$ cat src/rtl/hpm_pkg.sv
package hpm_pkg;
  typedef enum logic [1:0] {
    SEL_CTRL     = 2'd0,
    SEL_ADDR     = 2'd1,
    SEL_DATA_INC = 2'd2,
    SEL_DATA     = 2'd3
  } hsel_e;

  localparam int CTL_READY = 0;
  localparam int CTL_FETCH = 1;
  localparam int CTL_ERR   = 2;
  localparam int WORD_BYTES = 4;

  function automatic logic [31:0] word_next(logic [31:0] a);
    return a + 32'(WORD_BYTES);
  endfunction

  function automatic logic [31:0] word_align(logic [31:0] a);
    return {a[31:2], 2'b00};
  endfunction
endpackage

$ cat src/rtl/hpm_decode.sv
module hpm_decode
  import hpm_pkg::*;
(
  input  logic       clk,
  input  logic       rst_n,
  input  logic [1:0] sel,
  input  logic       wr,
  input  logic       rd,
  input  logic       fetch_bit,
  input  logic       errclr_bit,
  input  logic       ready,
  output logic       ev_fetch,
  output logic       ev_addr_wr,
  output logic       ev_data_wr,
  output logic       ev_wr_inc,
  output logic       ev_rd_inc,
  output logic       ev_err_clr,
  output logic       ev_reject
);
  logic ctrl_read, any_acc;
  assign ctrl_read = rd && !wr && (sel == SEL_CTRL);
  assign any_acc   = wr || rd;

  assign ev_reject  = !ready && any_acc && !ctrl_read;
  assign ev_fetch   = ready && wr && (sel == SEL_CTRL) && fetch_bit;
  assign ev_err_clr = ready && wr && (sel == SEL_CTRL) && errclr_bit;
  assign ev_addr_wr = ready && wr && (sel == SEL_ADDR);
  assign ev_data_wr = ready && wr && ((sel == SEL_DATA) || (sel == SEL_DATA_INC));
  assign ev_wr_inc  = ev_data_wr && (sel == SEL_DATA_INC);
  assign ev_rd_inc  = ready && rd && !wr && (sel == SEL_DATA_INC);


  reject_exclusive_chk: assert property (@(posedge clk) disable iff (!rst_n)
    ev_reject |-> !(ev_fetch || ev_addr_wr || ev_data_wr || ev_rd_inc || ev_err_clr));

  one_start_chk: assert property (@(posedge clk) disable iff (!rst_n)
    $onehot0({ev_fetch, ev_data_wr, ev_rd_inc}));
endmodule

$ cat src/rtl/hpm_seq.sv
module hpm_seq #(
  parameter int AW = 16,
  parameter int DW = 32
) (
  input  logic          clk,
  input  logic          rst_n,
  input  logic          start,
  input  logic          start_we,
  input  logic [AW-1:0] start_addr,
  input  logic [DW-1:0] start_wdata,
  output logic          ready,
  output logic          rd_done,
  output logic          mem_req,
  output logic          mem_we,
  output logic [AW-1:0] mem_addr,
  output logic [DW-1:0] mem_wdata,
  input  logic          mem_ack
);
  logic busy_q, we_q;
  logic [AW-1:0] addr_q;
  logic [DW-1:0] wdata_q;
  logic done;

  assign done = busy_q && mem_ack;

  always_ff @(posedge clk or negedge rst_n) begin
    if (!rst_n) begin
      busy_q  <= 1'b0;
      we_q    <= 1'b0;
      addr_q  <= '0;
      wdata_q <= '0;
    end else if (start && !busy_q) begin
      busy_q  <= 1'b1;
      we_q    <= start_we;
      addr_q  <= start_addr;
      wdata_q <= start_wdata;
    end else if (done) begin
      busy_q <= 1'b0;
    end
  end

  assign ready     = !busy_q;
  assign rd_done   = done && !we_q;
  assign mem_req   = busy_q;
  assign mem_we    = we_q;
  assign mem_addr  = addr_q;
  assign mem_wdata = wdata_q;


  req_hold_chk: assert property (@(posedge clk) disable iff (!rst_n)
    (mem_req && !mem_ack) |=> (mem_req && $stable(mem_addr) && $stable(mem_we) && $stable(mem_wdata)));

  ack_release_chk: assert property (@(posedge clk) disable iff (!rst_n)
    (mem_req && mem_ack) |=> !mem_req);

  no_start_busy_chk: assert property (@(posedge clk) disable iff (!rst_n)
    start |-> ready);
endmodule

$ cat src/rtl/hpm_regs.sv
module hpm_regs
  import hpm_pkg::*;
#(
  parameter int AW = 16,
  parameter int DW = 32
) (
  input  logic          clk,
  input  logic          rst_n,
  input  logic [1:0]    sel,
  input  logic [DW-1:0] wdata,
  input  logic          ready,
  input  logic          ev_addr_wr,
  input  logic          ev_data_wr,
  input  logic          ev_wr_inc,
  input  logic          ev_rd_inc,
  input  logic          ev_err_clr,
  input  logic          ev_reject,
  input  logic          rd_done,
  input  logic [DW-1:0] rd_word,
  output logic [AW-1:0] addr_cur,
  output logic [AW-1:0] addr_inc,
  output logic [DW-1:0] rdata
);
  logic [AW-1:0] addr_q;
  logic [DW-1:0] data_q;
  logic          err_q;

  assign addr_cur = addr_q;
  assign addr_inc = AW'(word_next(32'(addr_q)));

  always_ff @(posedge clk or negedge rst_n) begin
    if (!rst_n) begin
      addr_q <= '0;
      data_q <= '0;
      err_q  <= 1'b0;
    end else begin
      if (ev_addr_wr)
        addr_q <= AW'(word_align(32'(wdata)));
      else if (ev_rd_inc || ev_wr_inc)
        addr_q <= addr_inc;
      if (ev_data_wr)
        data_q <= wdata;
      else if (rd_done)
        data_q <= rd_word;
      if (ev_reject)
        err_q <= 1'b1;
      else if (ev_err_clr)
        err_q <= 1'b0;
    end
  end

  always_comb begin
    rdata = '0;
    case (hsel_e'(sel))
      SEL_CTRL: begin
        rdata[CTL_READY] = ready;
        rdata[CTL_ERR]   = err_q;
      end
      SEL_ADDR:     rdata = DW'(addr_q);
      default:      rdata = data_q;
    endcase
  end


  inc_step_chk: assert property (@(posedge clk) disable iff (!rst_n)
    ev_rd_inc |=> (addr_q == AW'($past(addr_q) + AW'(WORD_BYTES))));

  err_sticky_chk: assert property (@(posedge clk) disable iff (!rst_n)
    ev_reject |=> err_q);

  reject_hold_chk: assert property (@(posedge clk) disable iff (!rst_n)
    ev_reject |=> ($stable(addr_q) && $stable(data_q)));

  addr_aligned_chk: assert property (@(posedge clk) disable iff (!rst_n)
    ev_addr_wr |=> (addr_q[1:0] == 2'b00));
endmodule

$ cat src/rtl/hpmem_bridge.sv
module hpmem_bridge
  import hpm_pkg::*;
#(
  parameter int AW = 16,
  parameter int DW = 32
) (
  input  logic          clk,
  input  logic          rst_n,
  input  logic [1:0]    host_sel,
  input  logic          host_wr,
  input  logic          host_rd,
  input  logic [DW-1:0] host_wdata,
  output logic [DW-1:0] host_rdata,
  output logic          mem_req,
  output logic          mem_we,
  output logic [AW-1:0] mem_addr,
  output logic [DW-1:0] mem_wdata,
  input  logic          mem_ack,
  input  logic [DW-1:0] mem_rdata
);
  logic ready, rd_done;
  logic ev_fetch, ev_addr_wr, ev_data_wr, ev_wr_inc, ev_rd_inc, ev_err_clr, ev_reject;
  logic start;
  logic [AW-1:0] addr_cur, addr_inc, start_addr;

  hpm_decode u_dec (
    .clk(clk), .rst_n(rst_n), .sel(host_sel), .wr(host_wr), .rd(host_rd),
    .fetch_bit(host_wdata[CTL_FETCH]), .errclr_bit(host_wdata[CTL_ERR]),
    .ready(ready), .ev_fetch(ev_fetch), .ev_addr_wr(ev_addr_wr),
    .ev_data_wr(ev_data_wr), .ev_wr_inc(ev_wr_inc), .ev_rd_inc(ev_rd_inc),
    .ev_err_clr(ev_err_clr), .ev_reject(ev_reject)
  );

  assign start      = ev_fetch || ev_data_wr || ev_rd_inc;
  assign start_addr = ev_rd_inc ? addr_inc : addr_cur;

  hpm_seq #(.AW(AW), .DW(DW)) u_seq (
    .clk(clk), .rst_n(rst_n), .start(start), .start_we(ev_data_wr),
    .start_addr(start_addr), .start_wdata(host_wdata), .ready(ready),
    .rd_done(rd_done), .mem_req(mem_req), .mem_we(mem_we),
    .mem_addr(mem_addr), .mem_wdata(mem_wdata), .mem_ack(mem_ack)
  );

  hpm_regs #(.AW(AW), .DW(DW)) u_regs (
    .clk(clk), .rst_n(rst_n), .sel(host_sel), .wdata(host_wdata), .ready(ready),
    .ev_addr_wr(ev_addr_wr), .ev_data_wr(ev_data_wr), .ev_wr_inc(ev_wr_inc),
    .ev_rd_inc(ev_rd_inc), .ev_err_clr(ev_err_clr), .ev_reject(ev_reject),
    .rd_done(rd_done), .rd_word(mem_rdata), .addr_cur(addr_cur),
    .addr_inc(addr_inc), .rdata(host_rdata)
  );


  fetch_addr_chk: assert property (@(posedge clk) disable iff (!rst_n)
    ev_fetch |=> (mem_req && !mem_we && mem_addr == $past(addr_cur)));

  store_issue_chk: assert property (@(posedge clk) disable iff (!rst_n)
    ev_data_wr |=> (mem_req && mem_we && mem_wdata == $past(host_wdata)));
endmodule

$ cat config.mk
export PLATFORM = sky130hd
export DESIGN_NAME = hpmem_bridge
export DESIGN_NICKNAME = d
export VERILOG_FILES = /design/src/rtl/hpm_pkg.sv /design/src/rtl/hpm_decode.sv /design/src/rtl/hpm_seq.sv /design/src/rtl/hpm_regs.sv /design/src/rtl/hpmem_bridge.sv
export SDC_FILE = /design/constraint.sdc
export NUM_CORES = 1
export LEC_CHECK = 0
export BUFFER_PORTS_ARGS = -buffer_cell sky130_fd_sc_hd__buf_2
export CAP_MARGIN = 20
export CORE_MARGIN = 3
export CORE_UTILIZATION = 43
export DETAILED_ROUTE_END_ITERATION = 8
export MAX_ROUTING_LAYER = met4
export PLACE_DENSITY = 0.77
export SLEW_MARGIN = 30
export SYNTH_ARGS = -nofsm -noshare
export SYNTH_HDL_FRONTEND = slang
export SYNTH_SLANG_ARGS = --single-unit
$ cat constraint.sdc
create_clock -name clk -period 2 [get_ports clk]
set_input_delay 0.4 -clock clk [delete_from_list [all_inputs] [get_ports clk]]
set_output_delay 0.4 -clock clk [all_outputs]
set_load 0.05 [all_outputs]
# [After elaboration in Yosys (flattened, before gate mapping)]
# Index checks and enable logic that the tools add are counted.
[op_classes] mux=13 n_eq_ne=3 reduce_logical=31 add_sub_neg=1
[op_table] operator="two-way mux 32 bit" count=2
[op_table] operator="case mux 29 bit (2 select lines)" count=1
[op_table] operator="two-way mux 16 bit" count=3
[op_table] operator="logical AND 1 bit" count=17
[op_table] operator="adder 16 x 3 -> 16 bit, second input constant" count=1
[op_table] operator="nonzero test 2 bit" count=4
[op_table] operator="case mux 1 bit (2 select lines)" count=3
[op_table] operator="logical OR 1 bit" count=5
[op_table] operator="== test 2 bit, second input constant" count=2
[op_table] operator="zero test 1 bit" count=4
[op_table] operator="two-way mux 1 bit" count=4
[op_table] operator="== test 2 x 1 -> 1 bit, second input constant" count=1
[op_table] operator="zero test 2 bit" count=1
[totals] output_inout_bits=82 reg_bits=99 elab_cells=55

# [Depth between registers and ports, before layout]
[logic_depth] depth_word=8 depth_mapped=7 depth_no_buf=5

# [Modules after synthesis]
# Synthesis repeated with hierarchy kept, for this count alone.
[unflattened] cells_unflattened=473 area_unflattened_um2=5227.5
[by_module_without_submodules] mod="hpm_regs" cells_each=332 seq_area_each_um2=1176.1 area_each_um2=2820.2 n_inst=1
[by_module_without_submodules] mod="hpm_seq" cells_each=110 seq_area_each_um2=1251.2 area_each_um2=2080.7 n_inst=1
[by_module_without_submodules] mod="hpmem_bridge" cells_each=19 seq_area_each_um2=0.0 area_each_um2=255.2 n_inst=1
[by_module_without_submodules] mod="hpm_decode" cells_each=12 seq_area_each_um2=0.0 area_each_um2=71.3 n_inst=1

# [Least setup slack after synthesis]
# Ideal clock, no wire load.
[synth_timing] path_type="input -> output" startpoint="input port host_sel[1]" endpoint="output port host_rdata[0]" t_arrival_ns=2.148 stages=4 path_buffers=3 path_slack_ns=-0.548 path_cell_list="buf_4 -> clkbuf_1 -> clkbuf_1 -> o31ai_1"
[synth_between] elab_chain_cells=2 word_cells_on_any_way=3 classes_between="eq/ne: 1; mux: 1; reduce/logical: 1"
[synth_rtl] item="from (decl)" line_no="hpmem_bridge.sv:9" text="input logic [1:0] host_sel,"
[synth_rtl] item="== test 2 x 1 -> 1 bit or zero test 2 bit (tied branches)" line_no="hpm_regs.sv:54" text="case (hsel_e'(sel))"
[synth_rtl] item="case mux 1 bit (2 select lines) *" line_no="hpm_regs.sv:54"
[synth_rtl] item="to (decl)" line_no="hpmem_bridge.sv:13" text="output logic [DW-1:0] host_rdata,"
# Every way passes the cells marked *; elsewhere a longest branch is shown, timed or not.

# [Final worst setup path]
[layout_timing] startpoint="input port host_sel[0]" endpoint="output port host_rdata[12]"
[layout_between] elab_chain_cells=2 word_cells_on_any_way=3 classes_between="eq/ne: 1; mux: 1; reduce/logical: 1"
[layout_rtl] item="== test 2 x 1 -> 1 bit or zero test 2 bit (tied branches)" line_no="hpm_regs.sv:54"
[layout_rtl] item="case mux 29 bit (2 select lines) *" line_no="hpm_regs.sv:54"
# Marks and branches as above.

==> flow_summary.yaml <==
global_routing:
  grt_use_total_pct: 22.2
  antenna_found_initial: 0
  grt_pass1_vias: 4277
  pin_count_of_the_biggest_net_entering_global_routing: 96
  wire_length_of_the_first_global_routing_pass_um: 21900
  grt_overflow: 0
floorplanning:
  pin_count: 153
  core-area_um2: 10600
  num_rows: 37
  die_w_um: 112
  total_die_area_um2: 12500
  die_h_um: 112
  initial_core_util_pct: 45.3
route:
  ant_nets: 0
  detailedRoute.firstPassIterationCount: 4
  routedWlPerCell_um: 17.8
  num_vias: 4100
  drtIter0Drc: 307
  routed_via_density: 5.56
  wl_um: 13200
  route.detailed.drc: 0
clock_tree:
  maximum_count_of_clock_buffers_along_a_single_path: 2
  clock_latency_late_sink_ns: 0.36
  cts_tree: "done"
  clock_tree.htree_level_count: 3
  cts.sink_count: 95
  cts_root_buffer: "sky130_fd_sc_hd__clkbuf_8"
  holdBufCountCts: 0
  clock_buffers_created_by_tritoncts: 9
  clk_transition_reported_paths_ns: 0.08
cells_and_area:
  antenna_cells_inserted: 0
  design_area_um2: 5940
  drive_gt1_share_pct: 38.9
  final_net_count: 670
  filler_cell_count: 960
  synthToLayoutAreaGrowth_pct: 23.9
status:
  status: "finished clean"
synth:
  synth_area_leaders: "sky130_fd_sc_hd__dfrtp_1 (50%), sky130_fd_sc_hd__mux2_2 (7.3%), sky130_fd_sc_hd__mux2i_1 (6.9%), sky130_fd_sc_hd__o21ai_0 (5.7%), sky130_fd_sc_hd__nand2_1 (3.9%)"
  synth_cell_types: 51
  synth-edff-count: 0
  synth_cells: 451
  synth-seq-area-share_pct: 49.5
  syn_area_um2: 4800
  synthArstFlopShare_pct: 100
  yosysTopAreaCell: "sky130_fd_sc_hd__dfrtp_1"
  yosysTopAreaCellShare_pct: 49.5
  synth_warn: 0
  ys_ff_latch: 95
  synthFlopType: "sky130_fd_sc_hd__dfrtp_1"
  avgSynthCellArea_um2: 10.6
timing:
  final_hold_violating_endpoints: 0
  clock-skew-final_ns: 0.00831
  worst_slew_pin_slew_ns: 0.536
  timing.setup.tns_ns: 0
  slew_violations: 0
  unrepaired_setup_endpoints_after_global_routing: "false"
  maxClockFrequency_ghz: 0.521
  final_worst_slack_ns: 0.0818
  period_needed_ns: 1.92
  setup_viol: 0
  worst_slew_margin_rel_pct: 64.2
  finalCritPeriodShare_pct: 95.9
place:
  half_perimeter_wire_length_after_detailed_placement_um: 9710
  pre_cts_ws_ns: -0.0499
  port_buffers: 150
  finalWeightedCongestion: 0.896
  dpl_cell_area_um2: 5770
critical_path:
  cell_class_contributing_the_biggest_share_of_worst_path_delay: "buffers and inverters"
  path_class: "in2out"
  cp_data_required_time_ns: 1.60
  critical_path_arrival_ns: 1.52
  worst-path-buf-inv: 3
  critPathLaunch: "host_sel[0]"
  worstSetupStartpointType: "input port"
  timing.critical_path.slowest_stage_cell: "sky130_fd_sc_hd__buf_2"
  cp_max_fo: 11
  critical_path.endpoint_type: "primary output"
  rr_startpoint: "u_seq.mem_req"
  cp_common_cell: "sky130_fd_sc_hd__buf_2"
  critical-path-max-stage-delay_ns: 0.27
  cp_cell_sequence: "buf_2 > nor2b_1 > buf_4 > a22o_1 > buf_2"
pwr:
  total_power_mw: 8.21
  vdd_drop_max_mv: 0.732
  powerDensity_nw_per_um2: 1380
  power.static_leakage_nw: 2.90
min_path:
  hold_path_class: "in2async"
flow_run:
  maxCapViolations: 0
-- registers in the layout, indices dropped and copies added (netlist names) --
register         flops
u_seq.mem_req        1
u_seq.mem_addr      14
u_seq.mem_wdata     32
u_regs.data_q       32
u_seq.mem_we         1
u_regs.err_q         1
u_regs.addr_cur     14
-- path summary, 6_finish.rpt --
kind | endpoint | slack, ns | cells past startpoint
min reg2reg | u_seq.mem_wdata[2] | 0.50 | 1
min in group clk | u_seq.mem_req | 0.22 | 2
min | u_seq.mem_addr[9] | 0.06 | 2
max | host_rdata[12] | 0.08 | 5
max reg2reg | u_seq.mem_addr[3] | 0.13 | 4
max in group asynchronous | u_seq.mem_req | 1.48 | 2
-- cells by family after synthesis --
family                     count (synthesis)  synth area share (%)
other                                      1                0.0781
buffers and inverters                     44                  4.61
xor gates and xnor gates                   9                  1.64
muxes                                     74                  16.8
AOI/OAI and AO/OA                        106                  13.8
adders and majority gates                  1                 0.261
DFF                                       95                  49.5
and+or+nand+nor                          121                  13.2
-- cell usage after synthesis (3+ instances only) --
master                      instances
sky130_fd_sc_hd__dfrtp_1           95
sky130_fd_sc_hd__o21ai_0           55
sky130_fd_sc_hd__nand2_1           50
sky130_fd_sc_hd__mux2i_1           33
sky130_fd_sc_hd__mux2_2            31
sky130_fd_sc_hd__clkbuf_1          18
sky130_fd_sc_hd__and2_1            17
sky130_fd_sc_hd__buf_2             15
sky130_fd_sc_hd__a21oi_1           12
sky130_fd_sc_hd__a22o_1            10
sky130_fd_sc_hd__nand4_1           10
sky130_fd_sc_hd__buf_4              8
sky130_fd_sc_hd__nor2_1             8
sky130_fd_sc_hd__xnor2_1            7
sky130_fd_sc_hd__a31oi_1            6
sky130_fd_sc_hd__mux2_1             6
sky130_fd_sc_hd__nor3_1             6
sky130_fd_sc_hd__a2bb2oi_1          5
sky130_fd_sc_hd__or3_1              5
sky130_fd_sc_hd__and3_1             4
sky130_fd_sc_hd__mux2_4             4
sky130_fd_sc_hd__nand3_1            4
sky130_fd_sc_hd__a21o_1             3
sky130_fd_sc_hd__a32oi_1            3
sky130_fd_sc_hd__o22ai_1            3
-- layer usage --
metal	global-route usage (%)	vias to the layer above	part of all wire (%)
met5	-	-	0
met4	7.38	0	1.3
met3	4.35	16	6.5
met2	34.3	150	49
met1	29.3	2016	43
li1	-	1918	-
-- layout by cell type, fill, tap and decap left out, drive strengths merged, types with 3 or more instances in the layout --
| cell type | netlist | final |
|---|---|---|
| nand3 | 4 | 4 |
| dfrtp | 95 | 95 |
| nand2 | 50 | 50 |
| o21ai | 55 | 55 |
| xnor2 | 7 | 7 |
| and2 | 17 | 17 |
| o22ai | 3 | 3 |
| and3 | 4 | 4 |
| a22o | 10 | 10 |
| a21oi | 12 | 12 |
| a21o | 3 | 3 |
| a32oi | 3 | 3 |
| nor3 | 6 | 6 |
| a31oi | 7 | 7 |
| or3 | 5 | 5 |
| a2bb2oi | 5 | 5 |
| mux2i | 33 | 33 |
| nor2 | 9 | 9 |
| buf | 25 | 177 |
| mux2 | 41 | 41 |
| clkbuf | 18 | 15 |
| nand4 | 10 | 10 |
-- repair_timing --
item,in CTS,in global routing
setup endpoints to repair,0,5
gates resized for setup,0,2
setup buffers,0,0
-- through the flow --
step,hold WS [ns],cells,util (%)
floorplan,0.104,452,-
detailed placement,0.484,723,54.4
finish,0.0629,738,56.1
global route,0.117,738,56.1
global placement,0.470,723,54.4
CTS,0.0966,738,56.0
-- power by group --
part | switching, mW | internal (mW) | leakage [nW]
logic | 2.71 | 1.24 | 1.68
registers | 0.512 | 2.59 | 1.13
clock network | 0.649 | 0.515 | 0.0865
-- cell type report --
cell class	count	area [um2]	share of cell area, %
sequential	95	2380	40.0
multi-input combinational	313	2230	37.6
timing repair buffer	178	991	16.7
tap	136	170	2.86
clock buffer	14	163	2.74
clock inverter	1	5.00	0.0842
inverter	1	3.75	0.0631
Power figures use the tool's default switching activity.
